### src/rtl/rsc_pkg.sv
package rsc_pkg;

  localparam int STATE_W = 2;

  typedef enum logic [STATE_W-1:0] {
    RS_NORMAL = 2'd0,
    RS_STOP   = 2'd1,
    RS_EXCEPT = 2'd2,
    RS_DEBUG  = 2'd3
  } run_state_t;

  // Outcome of one stopped cycle; at most one bit set.
  typedef struct packed {
    logic go_debug;
    logic go_dbg_exc;
    logic go_irq_exc;
    logic go_resume;
  } wake_cause_t;

endpackage

### src/rtl/rsc_wake_arbiter.sv
module rsc_wake_arbiter
  import rsc_pkg::*;
(
  input  logic        wake_i,
  input  logic        irq_pend_i,
  input  logic        dbg_pin_i,
  input  logic        tap_dbg_req_i,
  input  logic        irq_mode_en_i,
  output wake_cause_t cause_o
);

  logic dbg_any;

  assign dbg_any = dbg_pin_i | tap_dbg_req_i;

  // Fixed priority: debug request, then interrupt, then plain wake.
  always_comb begin
    cause_o = '0;
    if (dbg_any) begin
      if (irq_mode_en_i) cause_o.go_dbg_exc = 1'b1;
      else               cause_o.go_debug   = 1'b1;
    end else if (irq_pend_i) begin
      cause_o.go_irq_exc = 1'b1;
    end else if (wake_i) begin
      cause_o.go_resume = 1'b1;
    end
  end

endmodule

### src/rtl/rsc_state_core.sv
module rsc_state_core
  import rsc_pkg::*;
(
  input  logic        clk,
  input  logic        rst,
  input  logic        stop_req_i,
  input  logic        svc_done_i,
  input  logic        dbg_exit_i,
  input  wake_cause_t cause_i,
  output run_state_t  state_o,
  output logic        resume_o,
  output logic        dbg_exc_o
);

  run_state_t state_q, state_d;
  logic       resume_d, dbg_exc_d;

  always_comb begin
    state_d   = state_q;
    resume_d  = 1'b0;
    dbg_exc_d = dbg_exc_o;
    unique case (state_q)
      RS_NORMAL: begin
        dbg_exc_d = 1'b0;
        if (stop_req_i) state_d = RS_STOP;
      end
      RS_STOP: begin
        dbg_exc_d = 1'b0;
        if (cause_i.go_debug) begin
          state_d = RS_DEBUG;
        end else if (cause_i.go_dbg_exc) begin
          state_d   = RS_EXCEPT;
          dbg_exc_d = 1'b1;
        end else if (cause_i.go_irq_exc) begin
          state_d = RS_EXCEPT;
        end else if (cause_i.go_resume) begin
          state_d  = RS_NORMAL;
          resume_d = 1'b1;
        end
      end
      RS_EXCEPT: begin
        if (svc_done_i) begin
          state_d   = RS_NORMAL;
          dbg_exc_d = 1'b0;
        end
      end
      RS_DEBUG: begin
        dbg_exc_d = 1'b0;
        if (dbg_exit_i) state_d = RS_NORMAL;
      end
      default: begin
        state_d   = RS_NORMAL;
        dbg_exc_d = 1'b0;
      end
    endcase
  end

  always_ff @(posedge clk) begin
    if (rst) begin
      state_q   <= RS_NORMAL;
      resume_o  <= 1'b0;
      dbg_exc_o <= 1'b0;
    end else begin
      state_q   <= state_d;
      resume_o  <= resume_d;
      dbg_exc_o <= dbg_exc_d;
    end
  end

  assign state_o = state_q;

endmodule

### src/rtl/run_state_ctrl.sv
module run_state_ctrl
  import rsc_pkg::*;
(
  input  logic               clk,
  input  logic               rst,
  input  logic               stop_req_i,
  input  logic               wake_i,
  input  logic               irq_pend_i,
  input  logic               dbg_pin_i,
  input  logic               tap_dbg_req_i,
  input  logic               irq_mode_en_i,
  input  logic               svc_done_i,
  input  logic               dbg_exit_i,
  output logic [STATE_W-1:0] state_o,
  output logic               resume_next_o,
  output logic               dbg_exc_o
);

  wake_cause_t cause;
  run_state_t  state;

  rsc_wake_arbiter u_arb (
    .wake_i        (wake_i),
    .irq_pend_i    (irq_pend_i),
    .dbg_pin_i     (dbg_pin_i),
    .tap_dbg_req_i (tap_dbg_req_i),
    .irq_mode_en_i (irq_mode_en_i),
    .cause_o       (cause)
  );

  rsc_state_core u_core (
    .clk        (clk),
    .rst        (rst),
    .stop_req_i (stop_req_i),
    .svc_done_i (svc_done_i),
    .dbg_exit_i (dbg_exit_i),
    .cause_i    (cause),
    .state_o    (state),
    .resume_o   (resume_next_o),
    .dbg_exc_o  (dbg_exc_o)
  );

  assign state_o = state;

endmodule

### config.mk
export PLATFORM = sky130hd
export DESIGN_NAME = run_state_ctrl
export DESIGN_NICKNAME = d
export VERILOG_FILES = /design/src/rtl/rsc_pkg.sv /design/src/rtl/rsc_wake_arbiter.sv /design/src/rtl/rsc_state_core.sv /design/src/rtl/run_state_ctrl.sv
export SDC_FILE = /design/constraint.sdc
export NUM_CORES = 1
export LEC_CHECK = 0
export CAP_MARGIN = 40
export CORE_AREA = 4 4 41 43
export CTS_BUF_LIST = sky130_fd_sc_hd__clkbuf_8
export DETAILED_ROUTE_END_ITERATION = 7
export DIE_AREA = 0 0 45 47
export DONT_BUFFER_PORTS = 1
export PLACE_DENSITY_LB_ADDON = 0.08
export SYNTH_ARGS = -nofsm -noshare
export SYNTH_HDL_FRONTEND = slang
export SYNTH_SLANG_ARGS = --single-unit
### constraint.sdc
create_clock -name clk -period 1.4 [get_ports clk]
set_input_delay 0.21 -clock clk [delete_from_list [all_inputs] [get_ports clk]]
set_output_delay 0.21 -clock clk [all_outputs]
set_load 0.01 [all_outputs]
======== Word-level counts from Yosys, hierarchy flattened ========
Index checks and enable logic that the tools add are counted.
cells by class
  bitwise logic cells ..................... 2
  reductions and logical operators ........ 4
  eq/ne operators ......................... 7
  mux-type cells .......................... 20
operators with widths
  kind                                                                    count
  2-bit two-way mux                                                       9
  1-bit two-way mux                                                       9
  2-bit case mux with 4 select lines                                      1
  2-bit inequality test (second input constant)                           3
  5-bit inequality test (second input constant)                           1
  5-bit OR reduction                                                      1
  2-bit equality test (second input constant)                             2
  4-bit AND reduction                                                     1
  1-bit case mux with 3 select lines                                      1
  2-bit by 1-bit equality test with 1-bit output (second input constant)  1
  2-bit logical NOT                                                       1
  2-bit OR reduction                                                      1
  1-bit NOT                                                               1
  1-bit OR                                                                1
storage, ports and cells
  register bits after elaboration ......... 4
  bits of input ports ..................... 10
  output and inout port bits .............. 4
  word-level logic and storage cells ...... 36

======== Longest topological paths before layout ========
Gate-level depths: netlist of run 1.
  depth after elaboration ................. 8
  depth in mapped cells ................... 3
  depth with buffers taken out ............ 3

======== Cells and area by module ========
From an unflattened synthesis of run 1, not the netlist that was laid out.
unflattened totals
  cells, all modules ...................... 23
  area, all modules ....................... 216.5 um^2
modules (own cells, without submodules)
  module            cells an instance  sequential area each (um^2)  times used  area an instance (um^2)
  rsc_state_core    19                 80.1                         1           176.4
  rsc_wake_arbiter  4                  0.0                          1           40.0

======== Worst setup path before layout of run 1 ========
OpenSTA, ideal clock, no wires.
  path kind ............................... register to register
  from .................................... reg u_core.state_q[1], in the netlist u_core.state_o[1]
  to ...................................... reg u_core.state_q[1], in the netlist u_core.state_o[1]
  library setup time ...................... 0.086 ns
  arrival time ............................ 1.011 ns
  path buffers ............................ 0
  data required time ...................... 1.314 ns
  slack ................................... 0.303 ns
  cell stages (with the launch flop) ...... 3
  period minus slack after synthesis ...... 1.097 ns
  cells stage by stage .................... dfxtp_1 -> mux2_1 -> a211oi_1
between the ends
  word-level cells in the longest chain between the ends .. 3
  elaborated cells between the ends (all ways) .. 10
  those cells by class .................... eq/ne (7); mux (1); reduce/logical (2)
RTL lines
  item                                                                             RTL line              text
  start: declaration                                                               rsc_state_core.sv:15  run_state_t state_q, state_d;
  start signal: assignment                                                         rsc_state_core.sv:64  state_q <= state_d;
  2-bit by 1-bit equality test with 1-bit output (tied with other cells)           rsc_state_core.sv:22  unique case (state_q)
  5-bit inequality test (no source line) or 2-bit inequality test (tied branches)  -
  4-bit AND reduction (no source line)                                             -
Several ways; a longest one is shown, not always the timed one.
A chain may end at the register's enable or synchronous reset.

======== Worst setup path in the final report of run 1 ========
Same ends and word-level chain as after synthesis.

==> results summary, run 1 <==
The total standard cell area after synthesis is 209.0 um2. The delay contributed by the slowest stage of the critical path is 0.53 ns. Clock tree synthesis found a total of 4 sinks.

CTS built an H-tree with a depth of 1. The required time at the endpoint of the critical path is 1.53 ns. The power density over the cells came out at 1556 nW/um2. The total leakage power is 0.09995 nW. The first-pass iteration count of the detailed router is 2. The most used flip-flop cell after synthesis is sky130_fd_sc_hd__dfxtp_1. The clock period minus worst slack came out at 1.189 ns. The count of buffers added on input and output ports is 0. The most common cell in the synthesized netlist is sky130_fd_sc_hd__dfxtp_1. The total die area is 2115 um2. The number of register bits inferred by synthesis came out at 4. The number of rows created at floorplan is 13. In this run the post-CTS setup repair buffer count came out at 0. Setup repair after global routing left no endpoint under its margin. The total power consumption of the routed design came out at 0.0004302 W. At the worst endpoint, the arrival time is 1.32 ns.

By count the netlist is led by 4 x sky130_fd_sc_hd__dfxtp_1, 2 x sky130_fd_sc_hd__a211oi_1, 2 x sky130_fd_sc_hd__a21oi_1. The tree is rooted in a sky130_fd_sc_hd__clkbuf_8. The routability-driven placement congestion ratio came out at 0.6793.

The clock latency on the worst-skew pair came out at 0.21 ns. The vias after detailed routing is 189. The worst clock skew came out at 0.002074 ns. In this run the remaining antenna-violating nets after routing total 0.

The signal on the critical path passes through mux2_1 -> a211oi_1. The number of buffers inserted for hold repair after clock tree synthesis came out at 0. Among cell families on the critical path, the largest total delay comes from flip-flops. The number of nets in the synthesized netlist came out at 31.

The layout filler cell count came out at 157. The share of Yosys cell area claimed by the top area cell type is 38.32%. The die span in y came out at 47 um. The synthesized area per cell is 9.950 um2. In the final timing run, aggregate negative setup slack is 0 ns. The fraction of registers with async set or reset after synthesis came out at 0%. For this run, design rule violations remaining after detail routing come to 0. After global routing the overflow that remains totals 0. The clock-pin slew of the registers on the worst-case setup and hold paths came out at 0.03 ns.

The share of final-layout standard cells stronger than drive strength 1 came out at 24.00%. The critical setup path kind is flip-flop to flip-flop. The worst-case vdd ir drop is 0.6246 mV. The startpoint type of the worst setup path is a flip-flop.

The placeable core region is 1301 um2. In the post-synthesis netlist, the biggest area contributors are sky130_fd_sc_hd__dfxtp_1 38%, sky130_fd_sc_hd__a211oi_1 7.2%, sky130_fd_sc_hd__a211oi_2 6.0%. The violation count after the first detailed-routing iteration came out at 2. The first-pass GRT wire length is 890 um. The count of cells resized by post-cts repair is 0.

Sequential elements use 38.32% of the synthesized area. Entering global routing, the biggest net connects 9 pins. The run finished with clean final reports. Dividing the final minimum period by the clock period gives 84.93%.

From synthesis to final layout, the design area changed by 32.34%. The clock tree from TritonCTS is built. For the pin with the worst max-slew slack, the measured transition is 0.3654 ns. The I/O pin count is 14. Counting the buffers created by CTS gives 3.

The maximum root-to-sink buffer count is 2. The worst setup path is captured at a flip-flop. The per-cell routed wire length is 13.60 um. The count of flip-flops with a built-in enable after synthesis came out at 0.

The number of different library cells in the post-synthesis netlist came out at 16. The largest fanout of any net on the critical path came out at 8. The number of antenna violations at the first check in global routing was 0. The number of endpoints with negative hold slack in the final report is 0.

The initial standard-cell utilization of the core is 16.06%. Dividing the detail-routed via count by the number of cells gives 4.725. Among all stages on the critical path, the largest delay is contributed by sky130_fd_sc_hd__dfxtp_1. The final count of negative-setup-slack endpoints is 0. The final max-slew violation count is 0. The total half-perimeter wirelength after legalization and detailed placement came out at 475.8 um.

Synthesis produced 21 cells. Summed over all layers, the routed wires come to 544 um. The total global routing track utilization came out at 6.482%. The number of antenna cells inserted came out at 0. The synthesis warning total came out at 0. The via count of the first global-routing pass is 204. The library cell with the largest summed area after synthesis is sky130_fd_sc_hd__dfxtp_1.

The number of maximum-capacitance violations came out at 0. The highest attainable clock frequency is 841.0 MHz. The die boundary width came out at 45 um.

The count of buffer and inverter cells on the critical path is 0. In the final design database the tool counted 37 nets. The worst slew margin relative to its limit is 75.61%. The path type of the worst min-delay path is input port to flip-flop.
[layout by cell type (no fill, tap or decap)]
cell type,n
sky130_fd_sc_hd__nor2b_1,1
sky130_fd_sc_hd__inv_1,1
sky130_fd_sc_hd__a211oi_1,2
sky130_fd_sc_hd__nand2b_1,1
sky130_fd_sc_hd__o211ai_1,1
sky130_fd_sc_hd__nor2b_2,1
sky130_fd_sc_hd__mux2_1,1
sky130_fd_sc_hd__a22o_1,1
sky130_fd_sc_hd__nand4b_1,1
sky130_fd_sc_hd__buf_4,1
sky130_fd_sc_hd__a21oi_1,2
sky130_fd_sc_hd__nor3_1,1
sky130_fd_sc_hd__and4b_1,1
sky130_fd_sc_hd__nand3b_1,1
sky130_fd_sc_hd__dfxtp_1,4
sky130_fd_sc_hd__clkbuf_8,3
sky130_fd_sc_hd__a211oi_2,1
sky130_fd_sc_hd__o21bai_1,1
[registers in the layout (all words and copies together), names as in the netlist]
signal and cells:
u_core.dbg_exc_o 1, u_core.resume_o 1, u_core.state_o 2
[power breakdown]
group           total, W  internal (W)  switching (W)
clock network   0.000238      0.000183      0.0000555
registers       0.000138      0.000124      0.0000138
logic          0.0000540     0.0000289      0.0000251
total           0.000430      0.000336      0.0000944
[path summary, 6_finish.rpt]
path,startpoint,end,slack [ns],cells after the start
max,u_core.state_o[1]$_SDFFE_PP0P_,u_core.state_o[1]$_SDFFE_PP0P_,0.21,2
min,rst,u_core.state_o[1]$_SDFFE_PP0P_,0.07,1
max reg2reg,u_core.state_o[1]$_SDFFE_PP0P_,u_core.state_o[1]$_SDFFE_PP0P_,0.21,2
min reg2reg,u_core.dbg_exc_o$_SDFFE_PP0N_,u_core.dbg_exc_o$_SDFFE_PP0N_,0.55,2
[worst register-to-register path, stage by stage, from the launching register on]
cell	delay, ns
sky130_fd_sc_hd__dfxtp_1	0.53
sky130_fd_sc_hd__mux2_1	0.37
sky130_fd_sc_hd__a211oi_1	0.21
[cell families after synthesis]
kind of cell	count (synthesis)	share of synthesized area, %
muxes	1	5.389
and+or+nand+nor	7	25.15
buffers and inverters	1	1.795
AOI/OAI and AO/OA	8	29.34
DFF	4	38.32
[layout make-up]
class / instances / area (um2) / share of cell area (%)
sequential: 4 / 80.08 / 28.96
tap: 15 / 18.77 / 6.787
timing repair buffer: 1 / 7.507 / 2.715
multi-input combinational: 16 / 125.1 / 45.25
inverter: 1 / 3.754 / 1.357
clock buffer: 3 / 41.29 / 14.93
[per-stage QoR]
step	hold slack (ns)	cells	area (um2)	utilization [%]	setup WS, ns
finish	0.06600	40	276.5	21.25	0.2110
global route	0.05343	40	276.5	21.25	0.1360
CTS	0.06213	40	276.5	21.25	0.1964
detailed placement	0.2872	37	235.2	18.08	0.1998
global placement	0.2843	37	235.2	18.08	0.2500
floorplan	0.2791	21	209.0	-	0.3033
[routing by layer]
layer  GRT usage, %  wire (um)
met5              0          0
met2          9.605        263
met4              0          0
met1          5.695        189
met3          8.812         91
No activity file was read; power rests on OpenSTA's default activity.
==> run 2: changes to the inputs <==
==> constraint.sdc (replaced) <==
create_clock -name clk -period 1.15 [get_ports clk]
set_input_delay 0.1725 -clock clk [delete_from_list [all_inputs] [get_ports clk]]
set_output_delay 0.1725 -clock clk [all_outputs]
set_load 0.01 [all_outputs]
==> run 2 against run 1 <==
Count of clock-buffer cells in the layout unchanged. Register-to-register slack got worse by 0.08 ns. Die area stayed put. Critical path depth up 2. Clock power grew 25%. Cell count up 2.5%. Total power increased by 26%. Via count grew 4.2%. Critical endpoint is now u_core.state_o[0]$_SDFFE_PP0P_. Largest cell class unchanged.
==> results summary, run 2 (synthesized netlist as in run 1, its figures left out) <==
The highest attainable clock frequency is 983.0 MHz (+17%). The aggregate routed wire length came to 575 um (+5.7%). The delay contributed by the slowest stage of the critical path is 0.38 ns (-0.15 ns). The min-delay analysis places its worst path in the category input port to flip-flop.

The final max-slew violation count came out at 0 (unchanged). The initial standard-cell utilization of the core came out at 16.06% (unchanged). The number of maximum-capacitance violations is 0 (unchanged). The number of cells traversed by the worst register-to-register path came out at 4 (+2). The total die area came to 2115 um2 (unchanged). The I/O pin count came out at 14 (unchanged). The vias after detailed routing is 197 (+4.2%). The share of final-layout standard cells stronger than drive strength 1 is 30.77% (+6.8 points). The startpoint of the most critical setup path is u_core.state_o[1]$_SDFFE_PP0P_. The placeable core region came to 1301 um2 (unchanged). The highest-delay cell along the critical path is sky130_fd_sc_hd__dfxtp_1. The transition time at the pin with the least slew margin came out at 0.3001 ns (-0.06527 ns).

The die span in y came out at 47 um (unchanged). The number of antenna cells inserted came out at 0 (unchanged). The worst clock skew came out at 0.0005109 ns (-0.001563 ns). The synthesis-to-finish area growth is 38.32%. Leaving out fill and tap cells, the most frequent cell in the layout is sky130_fd_sc_hd__dfxtp_1. In the layout the commonest cells are 4 x sky130_fd_sc_hd__dfxtp_1, 3 x sky130_fd_sc_hd__clkbuf_8, 2 x sky130_fd_sc_hd__a21oi_1, 2 x sky130_fd_sc_hd__a211oi_2, 2 x sky130_fd_sc_hd__buf_4. The flip-flop count of the largest register after layout was 2 (unchanged). The number of input and output port buffers inserted is 0 (unchanged). The worst hold slack after final layout came out at 0.02466 ns (-0.04133 ns). The layout filler cell count came to 149 (-5.1%). The run finished with clean final reports.

The worst register-to-register path begins at u_core.state_o[1]$_SDFFE_PP0P_. The H-tree depth came to 1 (unchanged). The instance count on the critical path is 4 (+2). The clock period minus worst slack came out at 1.017 ns (-0.1717 ns). The clock latency on the worst-skew pair came out at 0.22 ns (about the same). The critical path is of the flip-flop to flip-flop type. The maximum root-to-sink buffer count came to 2 (unchanged). The largest fanout of any net on the critical path came to 5 (-3).

The die boundary width came out at 45 um (unchanged). The violation count after the first detailed-routing iteration was 3 (+1). The count of buffer and inverter cells on the critical path is 1 (+1).

The clock sink count is 4 (unchanged). The via count of the first global-routing pass came out at 210 (+2.9%). The total leakage power is 0.1063 nW (+6.4%). The signal on the critical path passes through buf_4 -> nor2b_1 -> a211oi_2 -> a211oi_2. The worst-case vdd ir drop is 0.6965 mV (+11%). The period utilization came to 88.46% (+3.5 points). The global-route congestion overflow total came to 0 (unchanged). The number of setup buffers added after CTS was 0 (unchanged). The worst hold path stage count was 1 (unchanged). The number of rows created at floorplan was 13 (unchanged). The power density over the cells is 1872 nW/um2 (+20%). The total global routing track utilization came to 6.872% (+0.39 points). The post-route setup TNS came out at 0 ns (unchanged). The capture instance of the worst register-to-register path is u_core.state_o[0]$_SDFFE_PP0P_. The remaining antenna violation count is 0 (unchanged). In this run the clock root is driven by a sky130_fd_sc_hd__clkbuf_8. TritonCTS built the clock tree. In this design, the largest share of critical-path delay is due to flip-flops.

The count of placed standard cells in the final layout, fillers left out came out at 41 (+2.5%). The number of endpoints with negative hold slack in the final report came out at 0 (unchanged). The startpoint type of the worst setup path is a flip-flop. The number of antenna violations at the first check in global routing came out at 0 (unchanged). The pin count of the biggest net entering global routing is 6 (-3). Setup repair after global routing left no endpoint under its margin. The required time at the endpoint of the critical path is 1.25 ns (-0.28 ns). The capturing element type of the critical path is a flip-flop.

The first-pass iteration count of the detailed router came out at 2 (unchanged). The final count of negative-setup-slack endpoints came out at 0 (unchanged). The clock-pin slew of the registers on the worst-case setup and hold paths came to 0.03 ns (about the same).

The reg-to-reg setup timing slack is 0.13 ns (-0.08 ns). The per-cell routed wire length came out at 14.02 um (+3.1%). The total half-perimeter wirelength after legalization and detailed placement came out at 474.4 um (-0.29%). The routability-driven placement congestion ratio was 0.6559 (-3.4%). The via density per instance is 4.805 (+1.7%). In this design, the critical path's most frequently occurring cell is sky130_fd_sc_hd__a211oi_2. The number of clock buffers inserted by TritonCTS is 3 (unchanged). Following the worst setup path forward leads to its endpoint at u_core.state_o[0]$_SDFFE_PP0P_. The count of unresolved DRC violations after routing is 0 (unchanged). The first-pass GRT wire length came out at 917 um (+3.0%).

The data arrival time of the worst path came out at 1.12 ns (-0.20 ns). The number of cells after detailed placement was 38 (+2.7%). The post-layout net count came out at 38 (+2.7%). The worst slew margin relative to its limit was 79.84% (+4.2 points).
-- run 2: per-layer routing --
| metal | track usage [%] | share of wire [%] | vias up |
|---|---|---|---|
| met4 | 3.509 | 0 | 0 |
| li1 | - | - | 92 |
| met5 | 0 | 0 | - |
| met1 | 6.364 | 36 | 92 |
| met3 | 8.429 | 15 | 0 |
| met2 | 8.757 | 48 | 13 |
-- run 2: worst register-to-register path: stages (launching register included) --
cell and delay [ns]:
sky130_fd_sc_hd__dfxtp_1 0.38, sky130_fd_sc_hd__buf_4 0.18, sky130_fd_sc_hd__nor2b_1 0.06, sky130_fd_sc_hd__a211oi_2 0.23
sky130_fd_sc_hd__a211oi_2 0.05
-- run 2: worst min path at each step --
| stage | from | to |
|---|---|---|
| global placement | rst | u_core.dbg_exc_o$_SDFFE_PP0N_ |
| floorplan | rst | u_core.dbg_exc_o$_SDFFE_PP0N_ |
| detailed placement | rst | u_core.state_o[1]$_SDFFE_PP0P_ |
| CTS | rst | u_core.state_o[1]$_SDFFE_PP0P_ |
| finish | rst | u_core.state_o[1]$_SDFFE_PP0P_ |
| global route | rst | u_core.state_o[0]$_SDFFE_PP0P_ |
-- run 2: layout make-up --
| class | count | area (um2) | area share [%] |
|---|---|---|---|
| Clock buffer | 3 | 41.29 | 14.29 |
| Inverter | 1 | 3.754 | 1.299 |
| Multi-Input combinational cell | 16 | 130.1 | 45.02 |
| Sequential cell | 4 | 80.08 | 27.71 |
| Tap cell | 15 | 18.77 | 6.494 |
| Timing Repair Buffer | 2 | 15.01 | 5.195 |
-- run 2: what timing repair did --
item / CTS / global route
gates resized for setup: 0 / 1
hold buffers: 0 / 0
setup endpoints to repair: 0 / 1
-- run 2: per-stage QoR --
step	area, um2	worst slack (ns)	power [W]	util [%]
floorplan	209.0	0.05335	0.0002162	-
global placement	242.7	0.1166	0.0002426	18.65
detailed placement	242.7	0.07480	0.0002420	18.65
CTS	284.0	0.06854	0.0005499	21.83
global route	289.0	0.06261	0.0005662	22.21
finish	289.0	0.1327	0.0005410	22.21
-- run 2: power by group --
group          switching [W]   total, W  internal, W
Combinational      0.0000403  0.0000821    0.0000418
Sequential        0.00000993   0.000161     0.000151
Clock              0.0000747   0.000298     0.000223
Total               0.000125   0.000541     0.000416
==> run 3: changes to the inputs <==
==> constraint.sdc (replaced) <==
create_clock -name clk -period 0.9 [get_ports clk]
set_input_delay 0.135 -clock clk [delete_from_list [all_inputs] [get_ports clk]]
set_output_delay 0.135 -clock clk [all_outputs]
set_load 0.01 [all_outputs]
==> run 3 against run 2 <==
Critical path type unchanged. Largest cell class unchanged. First-iteration DRC count up 67%. Worst setup slack worse by 0.19 ns. Via count down 4.1%. The run now ends with hold timing, setup timing left. Largest power group unchanged.
==> results summary, run 3 (synthesized netlist as in run 1, its figures left out) <==
The data arrival time of the worst path is 1.08 ns (-0.04 ns). The number of endpoints with negative hold slack in the final report is 3 (+3). The placeable core region was 1301 um2 (unchanged). Setup repair after global routing could not meet its margin everywhere. The worst setup path is of the flip-flop to flip-flop kind. The transition time at the pin with the least slew margin came to 0.3720 ns (+0.07192 ns). The total half-perimeter wirelength after legalization and detailed placement was 513 um (+8.1%). The total area of multi-input combinational cells came out at 138.9 um2 (+6.7%). The remaining antenna violation count is 0 (unchanged). The first-pass GRT wire length came out at 1124 um (+23%). Among cell families on the critical path, the largest total delay comes from compound AO/OA/AOI/OAI gates. The number of antenna violations at the first check in global routing is 0 (unchanged). The count of unresolved DRC violations after routing was 0 (unchanged).

The reg-to-reg setup timing slack is -0.05 ns (-0.19 ns). The number of setup buffers added after CTS is 0 (unchanged). The required time at the endpoint of the critical path is 1.03 ns (-0.22 ns). The routability-driven placement congestion ratio was 0.7387 (+13%). The clock sink count was 4 (unchanged). The number of maximum-capacitance violations is 0 (unchanged). The count of placed standard cells in the final layout, fillers left out is 43 (+4.9%).

The pin count of the biggest net entering global routing is 7 (+1). The clock-pin slew of the registers on the worst-case setup and hold paths is 0.03 ns (about the same). The worst setup path is captured at a flip-flop. The met1 track demand over resource in global routing is 9.091% (+2.7 points). The post-route setup TNS came out at -0.09723 ns (-0.09723 ns). The power density over the cells came to 2189 nW/um2 (+17%). The initial standard-cell utilization of the core is 16.06% (unchanged). The maximum root-to-sink buffer count is 2 (unchanged). The final count of negative-setup-slack endpoints came to 3 (+3). On the critical path, the stage with the largest delay is an instance of sky130_fd_sc_hd__dfxtp_4. The worst slew margin relative to its limit was 75.01% (-4.8 points).

The die boundary width is 45 um (unchanged). The highest attainable clock frequency is 1048 MHz (+6.6%). The aggregate routed wire length is 596 um (+3.7%). The global-route track usage on met3 is 4.981% (-3.4 points). From synthesis to final layout, the design area changed by 56.89%. The period utilization came out at 106.0% (+18 points). The flip-flop count of the largest register after layout is 2 (unchanged). The delay contributed by the slowest stage of the critical path came out at 0.34 ns (-0.04 ns).

The met2 layer usage reported by global route came to 10.17% (+1.4 points). The share of final-layout standard cells stronger than drive strength 1 came out at 46.43% (+16 points). The number of rows created at floorplan is 13 (unchanged). The run finished, with violations left. The number of antenna cells inserted is 0 (unchanged). The total die area came out at 2115 um2 (unchanged). The worst setup slack after layout came out at -0.05436 ns (-0.1870 ns). The I/O pin count is 14 (unchanged). After global routing, the most crowded layer is met2. The final non-filler cell area came to 327.8 um2 (+13%).

The startpoint type of the worst setup path is a flip-flop. The vias after detailed routing is 189 (-4.1%). The worst hold slack after final layout came out at -0.02696 ns (-0.05163 ns). The area after detailed placement came out at 279.0 um2 (+15%). The clock period minus worst slack is 0.9544 ns (-0.06296 ns). The die span in y came out at 47 um (unchanged).

The min-delay analysis places its worst path in the category input port to flip-flop. The final max-slew violation count is 0 (unchanged). The worst-case vdd ir drop was 0.6637 mV (-4.7%). The total power consumption of the routed design was 0.0007175 W (+33%).

The via count of the first global-routing pass is 225 (+7.1%). The total global routing track utilization came to 7.978% (+1.1 points). The storage element area came out at 87.58 um2 (+9.4%). The count of buffer and inverter cells on the critical path came out at 0 (-1). The clock latency on the worst-skew pair is 0.21 ns (about the same).

TritonCTS built the clock tree. The largest fanout of any net on the critical path is 4 (-1). The layout filler cell count is 152 (+2.0%). The post-layout net count is 40 (+5.3%). The global-route congestion overflow total came to 0 (unchanged).

The clock tree root buffer cell is sky130_fd_sc_hd__clkbuf_8. The worst clock skew is 0.0008160 ns (+0.0003050 ns). The H-tree depth is 1 (unchanged). The per-cell routed wire length was 13.86 um (-1.2%). The most common library cell in the layout ignoring fill and taps is sky130_fd_sc_hd__clkbuf_8. The first-pass iteration count of the detailed router came out at 4 (+2). The number of input and output port buffers inserted came out at 0 (unchanged). The number of clock buffers inserted by TritonCTS came to 3 (unchanged). The final reports fail on hold timing, setup timing. The critical path goes through nor2b_4 -> a22o_1 -> a211oi_2. The violation count after the first detailed-routing iteration came to 5 (+2). The total leakage power is 0.1232 nW (+16%). The setup slack after placement is -0.06445 ns (-0.1393 ns). The number of cells after detailed placement was 40 (+5.3%). The via density per instance came out at 4.395 (-8.5%).
-- run 3: cell count changes in the layout (fill, tap and decap cells not counted), sizes merged --
cell,change
buf,+2
-- run 3: stage by stage --
step,utilization [%],hold slack [ns]
after floorplan,-,0.1904
after global placement,21.44,0.1920
after detailed placement,21.44,0.1936
after CTS,25.19,-0.03192
after global routing,25.19,-0.02691
final,25.19,-0.02696
-- run 3: power breakdown --
part,internal (W),total [W],switching [W]
logic,0.0000796,0.000134,0.0000543
registers,0.000196,0.000214,0.0000184
clock network,0.000284,0.000370,0.0000850
-- run 3: per-layer routing --
layer  share of wire (%)  routed length [um]
met3                  15                  88
met1                  44                 261
met5                   0                   0
met4                 2.3                  14
met2                  39                 232
-- run 3: path summary, 6_finish.rpt --
check,startpoint,end,cells past startpoint
worst max-delay path,u_core.state_o[0]$_SDFFE_PP0P_,u_core.state_o[0]$_SDFFE_PP0P_,3
worst min-delay path,rst,u_core.state_o[1]$_SDFFE_PP0P_,1
worst max register to register,u_core.state_o[0]$_SDFFE_PP0P_,u_core.state_o[0]$_SDFFE_PP0P_,3
worst min register to register,u_core.dbg_exc_o$_SDFFE_PP0N_,u_core.dbg_exc_o$_SDFFE_PP0N_,2
-- run 3: area by class of cell --
class                           instances  area share (%)
Clock buffer                            3           12.60
Multi-Input combinational cell         16           42.37
Sequential cell                         4           26.72
Tap cell                               15           5.725
Timing Repair Buffer                    4           11.45
Inverter                                1           1.145
-- run 3: repair_timing --
item,in CTS,in global routing
resized for setup,2,0
setup endpoints to repair,3,4
hold endpoints to repair,3,3
